$ cat src/rtl/mmu_access_guard.sv
module mmu_access_guard #(
  parameter int VA_W = 32
) (
  input  logic            clk,
  input  logic            rst_n,
  input  logic            chk_valid,
  input  logic            acc_store,
  input  logic            acc_fetch,
  input  logic            acc_super,
  input  logic [2:0]      perm,
  input  logic            page_mod,
  input  logic [2:0]      walk_fault,
  input  logic [VA_W-1:0] vaddr,
  input  logic            nofault_mode,
  input  logic            traps_en,
  input  logic            fsr_rd,
  output logic [2:0]      fault_code,
  output logic            write_grant,
  output logic            trap_req,
  output logic [7:0]      fsr_q,
  output logic [VA_W-1:0] far_q
);

  // each row: two bits per permission code, code 0 in the low bits
  localparam logic [15:0] RIGHTS [8] = '{
    16'hF200, 16'h0200, 16'hF80A, 16'h080A,
    16'hFA22, 16'h2222, 16'hFA2A, 16'h2A2A
  };

  logic [2:0] acc_idx;
  logic [1:0] mat_code;
  logic       fault_ev;
  logic [7:0] fsr_base;

  assign acc_idx    = {acc_store, acc_fetch, acc_super};
  assign mat_code   = RIGHTS[acc_idx][{perm, 1'b0} +: 2];
  assign fault_code = !chk_valid          ? 3'd0 :
                      (walk_fault != 3'd0) ? walk_fault : {1'b0, mat_code};
  assign fault_ev   = chk_valid && (fault_code != 3'd0);

  assign write_grant = chk_valid && !fault_ev && page_mod && perm[0]
                       && (acc_super || !perm[2]);

  assign trap_req = fault_ev && !nofault_mode && traps_en;

  always_comb begin
    fsr_base = fsr_rd ? 8'd0 : fsr_q;
    if (fsr_base != 8'd0) fsr_base = 8'd1;
  end

  always_ff @(posedge clk or negedge rst_n) begin
    if (!rst_n) begin
      fsr_q <= '0;
      far_q <= '0;
    end else if (fault_ev) begin
      fsr_q <= fsr_base | {acc_idx, fault_code, 2'b10};
      far_q <= vaddr;
    end else if (fsr_rd) begin
      fsr_q <= '0;
    end
  end

  a_r4_grant_clean: assert property (@(posedge clk) disable iff (!rst_n)
    write_grant |-> (page_mod && fault_code == 3'd0 && perm[0]));

  a_r7_trap_gated: assert property (@(posedge clk) disable iff (!rst_n)
    trap_req |-> (!nofault_mode && traps_en && fault_code != 3'd0));

  a_r5_overflow: assert property (@(posedge clk) disable iff (!rst_n)
    (fault_ev && !fsr_rd && fsr_q != 8'd0) |=> (fsr_q[0] && fsr_q[1]));

  a_r6_far_load: assert property (@(posedge clk) disable iff (!rst_n)
    fault_ev |=> (far_q == $past(vaddr)));

  a_r6_far_hold: assert property (@(posedge clk) disable iff (!rst_n)
    !fault_ev |=> $stable(far_q));

  a_r8_read_clear: assert property (@(posedge clk) disable iff (!rst_n)
    (fsr_rd && !fault_ev) |=> (fsr_q == 8'd0));

  a_r9_read_and_fault: assert property (@(posedge clk) disable iff (!rst_n)
    (fsr_rd && fault_ev) |=> (!fsr_q[0] && fsr_q[1]));

endmodule

$ cat config.mk
export PLATFORM = sky130hd
export DESIGN_NAME = mmu_access_guard
export DESIGN_NICKNAME = d
export VERILOG_FILES = /design/src/rtl/mmu_access_guard.sv
export SDC_FILE = /design/constraint.sdc
export NUM_CORES = 1
export LEC_CHECK = 0
export BUFFER_PORTS_ARGS = -buffer_cell sky130_fd_sc_hd__buf_4
export CAP_MARGIN = 20
export CELL_PAD_IN_SITES_DETAIL_PLACEMENT = 1
export CELL_PAD_IN_SITES_GLOBAL_PLACEMENT = 2
export CORE_MARGIN = 2
export CORE_UTILIZATION = 30
export DETAILED_ROUTE_END_ITERATION = 8
export GPL_TIMING_DRIVEN = 0
export PLACE_DENSITY = 0.91
export SYNTH_ARGS = -nofsm -noshare
export SYNTH_HDL_FRONTEND = slang
export SYNTH_SLANG_ARGS = --single-unit
$ cat constraint.sdc
create_clock -name clk -period 3.1 [get_ports clk]
set_input_delay 0.62 -clock clk [delete_from_list [all_inputs] [get_ports clk]]
set_output_delay 0.62 -clock clk [all_outputs]
set_load 0.1 [all_outputs]
==> summary.txt <==
Outcome
  – Run status: finished clean

Synth
  – Area share of the leading cell type in the synthesized netlist: 0.566
  – Post-synthesis instance area: roughly 0.0018 mm²
  – Cell types occupying the most area after synthesis: sky130_fd_sc_hd__dfrtp_1 57%, sky130_fd_sc_hd__mux2_4 23%, sky130_fd_sc_hd__mux2_2 4.5%
  – Number of nets in the synthesized netlist: 166
  – Number of distinct library cells after synthesis: 28
  – Number of warnings reported in the yosys synthesis log: 0
  – Count of flip-flops with a built-in enable after synthesis: 0
  – Post-synthesis instance total: roughly 120
  – Avg Cell Area, Syn: 15.0 µm²
  – Count leader, synth: sky130_fd_sc_hd__dfrtp_1
  – Fraction of synthesis flops using an asynchronous set or reset pin: 1.00
  – Synth Flop Type: sky130_fd_sc_hd__dfrtp_1
  – Portion of the post-synthesis area used by sequential elements: 0.566
  – Most area-hungry cell type in the Yosys netlist: sky130_fd_sc_hd__dfrtp_1
  – FF+latch count, synth: 40
  – List of most frequent post-synthesis cells: 40 x sky130_fd_sc_hd__dfrtp_1, 27 x sky130_fd_sc_hd__mux2_4, 7 x sky130_fd_sc_hd__mux2_2

Clock network
  – Number of buffers inserted during clock tree synthesis: 5
  – Max H-tree Level: 2
  – Number of buffers inserted to repair setup after CTS: 0
  – TritonCTS clock tree: done
  – CTS Root Buffer Type: sky130_fd_sc_hd__clkbuf_8
  – # clock sinks: 40
  – Source-to-sink clock delay at the later pin of the worst-skew pair: approximately 280 ps
  – Clock Path Buffers: 2
  – Clock edge transition at the registers on the reported setup and hold paths: roughly 80 ps
  – Number of cells upsized or downsized after cts: 0
  – Hold buffers post-CTS: 0

Floorplan
  – Cell Rows: 27
  – X dimension of the die: slightly above 80 µm
  – Initial Utilization: 0.315
  – IO Count: a little over 90
  – Area of the die: about 0.0065 mm²
  – Core region area: between 0.005 and 0.006 mm²
  – Die height: ~81 µm

Pwr
  – Total power density per cell area: between 600 and 700 mW/mm²
  – Maximum vdd ir drop: 280 µV
  – Power consumption: roughly 1.7 mW
  – Lkg Pwr: between 1 and 1.5 nW

GRT
  – Initial antenna violation count: 0
  – Overall track demand over capacity in global routing: 0.139
  – Overflow left after global routing: 0
  – Vias in the first global route: 1,436
  – Wire length of the first global-routing pass: approximately 7000 µm
  – Largest net degree at the start of global routing: just over 40

Timing
  – Fmax: approximately 350 MHz
  – Post-route worst hold slack: ~300 ps
  – Number of hold-slack violations in the final timing report: 0
  – Final worst path period share: 0.915
  – Final sum of negative setup slack: 0 ps
  – Worst setup slack after layout: around 260 ps
  – Skew final: approximately 6 ps
  – Final period demand of the worst path: 2840 ps
  – Number of setup violations in the final report: 0
  – Actual slew at the worst max-slew pin: 516 ps
  – Slew Viols, Final: 0
  – RSZ-0062 raised after global routing: no
  – Normalized max-slew margin: 0.656

Route
  – Mean number of vias per cell: 4.51
  – Final Routed Wirelength: around 4300 µm
  – Drt drc: 0
  – First drt pass iteration count: 4
  – Average wire per cell in the routed design: 14.9 µm
  – Starting DRC count in detailed routing: 15
  – Remaining antenna violation count after routing: 0
  – Number of vias in the routed layout: 1,307

Critical path
  – CP startpoint: perm[2]
  – Critical path arrival: around 2200 ps
  – Register-to-register setup slack: about 2000 ps
  – Endpoint of the most critical register-to-register path: fsr_q[0]
  – Critical path endpoint category: primary output
  – Peak fanout along the critical path: 10
  – Req. time, crit path: approximately 2500 ps
  – Worst Reg2Reg Path Length in Cells: 4
  – Kind of start point of the critical path: input port
  – Startpoint of the lowest-slack register-to-register path: fsr_q[3]
  – Category of the most critical setup path: in -> out

Cells and area
  – Core utilization of the finished layout: 0.472
  – Fraction of final layout cells sized beyond drive strength 1: 0.647
  – Relative area change from synthesis to final layout: 49.8%
  – Nets: approximately 270
  – Number of antenna repair diodes: 0

Place
  – Gp weighted congestion: roughly 0.75
  – Final HPWL DP: about 3300 µm
  – Port Buffer Count: 92
  – Pre-CTS setup slack: roughly 250 ps

Min path
  – Class of the tightest hold or removal check: in -> async

Run
  – Number of violations of the max-capacitance limit: 0
-- registers in the layout, indices dropped and copies added (netlist names) --
name and flops:
fsr_q 8, far_q 32
-- layout make-up --
type / instances / area (µm²)
clock inverters: 2 / 16.3
multi-input cells: 71 / 721
flip-flops and latches: 40 / 1000
well taps: 72 / 90.1
fillers: 603 / 2960
clock buffers: 6 / 72.6
plain buffers: 4 / 45.0
repair buffers: 92 / 691
inverters: 3 / 11.3
-- how the worst max path moves through the flow --
stage                           to  cells after the start
after CTS                 trap_req                      8
after global placement    trap_req                      8
after floorplan           trap_req                      6
after detailed placement  trap_req                      8
final                     trap_req                      8
after global routing      trap_req                      8
-- cell families (layout without fill, tap and decap cells) --
logic type,after synthesis,in the layout,synth area share
AO/OA/AOI/OAI,13,13,0.0552
buffers and inverters,7,107,0.0318
flip-flops,40,40,0.566
multiplexers,35,35,0.280
AND/OR/NAND/NOR,23,23,0.0672
-- power by group --
group,leakage [nW],switching (mW),internal (mW)
Combinational,0.820,0.553,0.204
Clock,0.0414,0.182,0.160
Sequential,0.472,0.0364,0.580
-- critical path: stages --
cell and delay (ps):
sky130_fd_sc_hd__buf_4 110, sky130_fd_sc_hd__nor2b_1 130, sky130_fd_sc_hd__o32a_1 350, sky130_fd_sc_hd__a31o_1 210
sky130_fd_sc_hd__buf_6 150, sky130_fd_sc_hd__buf_6 160, sky130_fd_sc_hd__nor3b_2 170, sky130_fd_sc_hd__buf_4 310
-- cell usage in the layout, fill, tap and decap left out, types with 2 or more instances in the layout --
cell and n:
sky130_fd_sc_hd__nor2_1 4, sky130_fd_sc_hd__clkbuf_8 5, sky130_fd_sc_hd__mux2_2 7, sky130_fd_sc_hd__buf_4 92
sky130_fd_sc_hd__nand3_1 2, sky130_fd_sc_hd__mux2_4 27, sky130_fd_sc_hd__nor3_1 2, sky130_fd_sc_hd__inv_1 3
sky130_fd_sc_hd__buf_6 4, sky130_fd_sc_hd__dfrtp_1 40, sky130_fd_sc_hd__nor2b_1 4, sky130_fd_sc_hd__a21oi_1 3
sky130_fd_sc_hd__nand2_1 4
-- through the flow --
step / std cells / cell area (µm²)
after floorplan: 118 / 1780
after detailed placement: 282 / 2560
after global routing: 290 / 2650
after global placement: 282 / 2560
after CTS: 290 / 2650
final: 290 / 2650
-- routing by layer --
layer,track usage,part of all wire,vias to the layer above
met5,0,0,-
li1,-,-,617
met4,0.0407,0.0060,0
met2,0.222,0.45,70
met3,0.0678,0.12,2
met1,0.167,0.43,618
No activity file was read; power rests on OpenSTA's default activity.
